<file path="config.mk">
export PLATFORM = sky130hd
export DESIGN_NAME = serial_byte_loop
export DESIGN_NICKNAME = d
export VERILOG_FILES = /design/src/rtl/loop_pkg.sv /design/src/rtl/loop_feed_mux.sv /design/src/rtl/loop_shift_chain.sv /design/src/rtl/loop_position.sv /design/src/rtl/serial_byte_loop.sv
export SDC_FILE = /design/constraint.sdc
export NUM_CORES = 1
export LEC_CHECK = 0
export CELL_PAD_IN_SITES_DETAIL_PLACEMENT = 1
export CELL_PAD_IN_SITES_GLOBAL_PLACEMENT = 1
export CORE_MARGIN = 2
export CORE_UTILIZATION = 48
export DETAILED_ROUTE_END_ITERATION = 7
export PLACE_DENSITY_LB_ADDON = 0.1
export SLEW_MARGIN = 10
export SYNTH_ARGS = -nofsm -noshare
export SYNTH_HDL_FRONTEND = slang
export SYNTH_SLANG_ARGS = --single-unit
</file>
<file path="constraint.sdc">
create_clock -name clk -period 1.4 [get_ports clk]
set_input_delay 0.28 -clock clk [delete_from_list [all_inputs] [get_ports clk]]
set_output_delay 0.28 -clock clk [all_outputs]
set_load 0.02 [all_outputs]
</file>
<file path="src/rtl/loop_pkg.sv">
package loop_pkg;

  // Source of the bit entering the input end of the loop.
  typedef enum logic {
    FEED_EXTERNAL = 1'b0,
    FEED_LOOPBACK = 1'b1
  } feed_sel_e;

endpackage

</file>
<file path="src/rtl/loop_feed_mux.sv">
module loop_feed_mux
  import loop_pkg::*;
(
  input  logic recirc,
  input  logic sin_bit,
  input  logic tail_bit,
  output logic feed_bit
);

  feed_sel_e sel;

  always_comb begin
    sel = (recirc) ? FEED_LOOPBACK : FEED_EXTERNAL;
    unique case (sel)
      FEED_LOOPBACK: feed_bit = tail_bit;
      default:       feed_bit = sin_bit;
    endcase
  end

endmodule

</file>
<file path="src/rtl/loop_shift_chain.sv">
module loop_shift_chain #(
  parameter int BYTES     = 32,
  parameter int BYTE_BITS = 8
) (
  input  logic clk,
  input  logic rst_n,
  input  logic step,
  input  logic feed_bit,
  output logic tail_bit
);

  localparam int TOTAL = BYTES * BYTE_BITS;

  // Each lane is one byte slot; lane 0 is at the output end.
  logic [BYTE_BITS-1:0] lane   [BYTES];
  logic                 lane_in[BYTES];

  genvar g;
  generate
    for (g = 0; g < BYTES; g++) begin : g_lane
      if (g == BYTES - 1) begin : g_head
        assign lane_in[g] = feed_bit;
      end else begin : g_body
        assign lane_in[g] = lane[g+1][0];
      end

      always_ff @(posedge clk or negedge rst_n) begin
        if (!rst_n) begin
          lane[g] <= '0;
        end else if (step) begin
          lane[g] <= {lane_in[g], lane[g][BYTE_BITS-1:1]};
        end
      end
    end
  endgenerate

  assign tail_bit = lane[0][0];

  initial begin
    if (TOTAL < 2) $error("loop_shift_chain: TOTAL too small");
  end

endmodule

</file>
<file path="src/rtl/loop_position.sv">
module loop_position #(
  parameter int BYTES     = 32,
  parameter int BYTE_BITS = 8
) (
  input  logic                         clk,
  input  logic                         rst_n,
  input  logic                         step,
  output logic [$clog2(BYTE_BITS)-1:0] bit_pos,
  output logic [$clog2(BYTES)-1:0]     byte_addr,
  output logic                         byte_edge
);

  localparam int BW = $clog2(BYTE_BITS);
  localparam int AW = $clog2(BYTES);
  localparam logic [BW-1:0] BIT_LAST  = BW'(BYTE_BITS - 1);
  localparam logic [AW-1:0] ADDR_LAST = AW'(BYTES - 1);

  logic [BW-1:0] bit_q;
  logic [AW-1:0] addr_q;
  logic          last_bit;

  assign last_bit = (bit_q == BIT_LAST);

  always_ff @(posedge clk or negedge rst_n) begin
    if (!rst_n) begin
      bit_q <= '0;
    end else if (step) begin
      bit_q <= last_bit ? '0 : bit_q + BW'(1);
    end
  end

  always_ff @(posedge clk or negedge rst_n) begin
    if (!rst_n) begin
      addr_q <= '0;
    end else if (step && last_bit) begin
      addr_q <= (addr_q == ADDR_LAST) ? '0 : addr_q + AW'(1);
    end
  end

  assign bit_pos   = bit_q;
  assign byte_addr = addr_q;
  assign byte_edge = (bit_q == '0);

endmodule

</file>
<file path="src/rtl/serial_byte_loop.sv">
module serial_byte_loop #(
  parameter int BYTES     = 32,
  parameter int BYTE_BITS = 8
) (
  input  logic                         clk,
  input  logic                         rst_n,
  input  logic                         shift_en,
  input  logic                         recirc,
  input  logic                         sin_bit,
  output logic                         sout_bit,
  output logic [$clog2(BYTE_BITS)-1:0] bit_pos,
  output logic [$clog2(BYTES)-1:0]     byte_addr,
  output logic                         byte_edge
);

  logic tail_bit;
  logic feed_bit;

  loop_feed_mux u_mux (
    .recirc   (recirc),
    .sin_bit  (sin_bit),
    .tail_bit (tail_bit),
    .feed_bit (feed_bit)
  );

  loop_shift_chain #(
    .BYTES     (BYTES),
    .BYTE_BITS (BYTE_BITS)
  ) u_chain (
    .clk      (clk),
    .rst_n    (rst_n),
    .step     (shift_en),
    .feed_bit (feed_bit),
    .tail_bit (tail_bit)
  );

  loop_position #(
    .BYTES     (BYTES),
    .BYTE_BITS (BYTE_BITS)
  ) u_pos (
    .clk       (clk),
    .rst_n     (rst_n),
    .step      (shift_en),
    .bit_pos   (bit_pos),
    .byte_addr (byte_addr),
    .byte_edge (byte_edge)
  );

  assign sout_bit = tail_bit;

endmodule

</file>
==> flow_summary.yaml <==
clocking:
  clkLatencyLatePin_ps: 520
  cts_root_buf: "clkbuf_16"
  htree_levels: 1
  max-clock-path-buffers: 3
  clk_pin_slew_ps: 60
  clock_sinks: 264
  cts_buffers: 28
  cts_tree: "done"
placement:
  dpl_cell_area_mm2: 0.0105
  io_buffers: 14
  dp_cells: 859
  place.gp.congestion: 0.661
  post-dp-hpwl_mm: 8.59
setup_path:
  crit_family: "flip-flops"
  critPathCaptureType: "primary output"
  worstPathRequired_ps: 1120
  path_max_fanout: 2
  critPathBufInv: 2
  start_kind: "register"
  slowest_delay_ps: 420
  crit_path_cell_trace: "inv_2, ha_4, nor2b_1, buf_4"
  worstPathArrival_ps: 1430
  crit_slowest_cell: "dfrtp_2"
  path_class: "reg2out"
layout:
  area_growth_syn_to_layout_pct: 16.9
  final_net_count: 642
  drive_gt1_frac: 0.557
  multi_input_area_mm2: 0.00318
  n_antenna_cell: 0
  design_area_mm2: 0.0116
  seq_area_mm2: 0.00661
  fill_cells: 1840
  finalNonFillerCells: 922
synth:
  synth_area_leaders: "dfrtp_1 (67%), mux2_2 (29%), buf_6 (1.0%)"
  ys.flop_type: "dfrtp_1"
  yosys_warnings: 0
  async_flop_share: 1.00
  netlist_area_mm2: 0.00991
  syn_inst: 582
  synth_top_area_frac: 0.667
  synth_edf_count: 0
  syn_nets: 592
  synth_seq_cells: 264
  ys_seq_area_frac: 0.667
  netlist_top_cells_count: "dfrtp_1 (264), mux2_2 (257), buf_2 (19)"
  synth_area_leader_cell: "dfrtp_1"
  ys_types: 21
  synthMostInstantiatedCell: "dfrtp_1"
  syn_area_per_cell_um2: 17.0
drt:
  ant_nets: 0
  dr.pass1.iters: 3
  via_count: 4677
  drc: 0
  wl_per_cell_um: 15.9
  drt-initial-drc-count: 136
  routed_via_density: 5.07
  wirelength_mm: 14.7
outcome:
  violations: "negative setup slack"
  status: "complete, but fails checks"
timing:
  finalCriticalPeriod_ps: 1710
  slew_headroom: 0.802
  max_freq_ghz: 0.586
  setup_viol: 4
  slew_viol_final: 0
  worstMarginPinSlew_ps: 296
  worst_hold_slack_ps: 171
  fin_crit_sh: 1.22
  hold_viol_final: 0
  setup_slack_ps: -307
  finClkSkew_ps: 8.54
  rsz0062_at_grt: "yes"
global_routing:
  grt_max_degree: 56
  grt_pass1_wl_mm: 26.0
  grt-ovfl-total: 0
  track_usage: 0.143
  antenna_found_initial: 0
  grt_pass1_vias: 5292
floorplanning:
  rows: 52
  die_w_um: 148
  start_util: 0.490
  dieArea_mm2: 0.0218
  pin_count: 15
  die_h_um: 148
  core_area_mm2: 0.0202
min_path:
  worstHoldPathType: "in2reg"
run:
  cap_viol_max_count: 0
pwr:
  p_total_w: 0.0174
  power_density_mw_per_mm2: 1500
  irDropWorstVdd_uv: 1100
  p_leak_nw: 5.89
[power by group]
group	internal (W)	total, W	switching (W)
combinational	0.000933	0.00175	0.000818
clock	0.00451	0.00735	0.00283
sequential	0.00808	0.00832	0.000246
total	0.0135	0.0174	0.00390
[worst paths after layout]
kind | from | end | slack, ps | cells past startpoint
min in group asynchronous | rst_n | u_chain.lane[5]$_DFFE_PN0P_ | 220 | 2
worst max register to register | u_pos.byte_addr[1]$_DFFE_PN0P_ | u_pos.byte_addr[3]$_DFFE_PN0P_ | -100 | 5
max in group asynchronous | rst_n | u_pos.bit_pos[0]$_DFFE_PN0P_ | 600 | 3
worst min register to register | u_chain.lane[124]$_DFFE_PN0P_ | u_chain.lane[123]$_DFFE_PN0P_ | 500 | 1
worst max-delay path | u_pos.bit_pos[1]$_DFFE_PN0P_ | byte_edge | -310 | 4
worst min-delay path | shift_en | u_chain.lane[252]$_DFFE_PN0P_ | 170 | 2
[cell type report]
| class | instances | area share |
|---|---|---|
| well taps | 270 | 0.0292 |
| multi-input cells | 286 | 0.274 |
| clock inverters | 7 | 0.00767 |
| repair buffers | 49 | 0.0436 |
| flip-flops and latches | 264 | 0.571 |
| inverters | 3 | 0.000972 |
| clock buffers | 43 | 0.0732 |
[metal layers]
layer	share of wire	track usage
met5	0	0
met4	0.029	0.0505
met3	0.030	0.0265
met2	0.50	0.237
met1	0.44	0.191
[cells in the final DEF, fill, tap and decap left out, types with 2 or more instances in the layout]
master	n
clkbuf_1	7
buf_12	9
mux2_2	256
o21ai_1	3
buf_4	26
clkbuf_8	7
nand2b_1	2
buf_8	2
clkdlybuf4s50_1	2
clkbuf_16	29
bufinv_16	2
buf_2	5
nor2_1	2
nand3_1	2
clkinv_2	4
dfrtp_2	4
dfrtp_1	260
nand2_1	3
o21ai_2	2
inv_2	2
ha_4	5
buf_6	4
[through the flow]
step                      utilization  setup TNS (ps)  worst slack [ps]
after global routing            0.572            -974              -387
after CTS                       0.570            -611              -294
final                           0.572            -605              -307
after detailed placement        0.519            -509              -233
after global placement          0.519            -312              -202
after floorplan                     -           -67.9             -54.6
[logic make-up (layout without fill, tap and decap cells)]
group,count (synthesis),after routing,synth area share
adders and majority gates,5,5,0.00631
buffers and inverters,32,102,0.0217
DFF,264,264,0.667
and+or+nand+nor,13,13,0.00669
muxes,258,258,0.293
AOI/OAI and AO/OA,10,10,0.00556
[sequential cells by signal, indices dropped and copies added, names as in the netlist]
register / cells
u_pos.byte_addr: 5
u_chain.tail_bit: 1
u_pos.bit_pos: 3
u_chain.lane: 255
[timing repair]
action	in CTS	in global routing
setup buffers	10	4
setup endpoints to repair	14	12
pin swaps	3	1
hold buffers	1	0
hold endpoints to repair	264	0
gates resized for setup	60	8
Note: power is estimated with default switching activity, not from simulation.
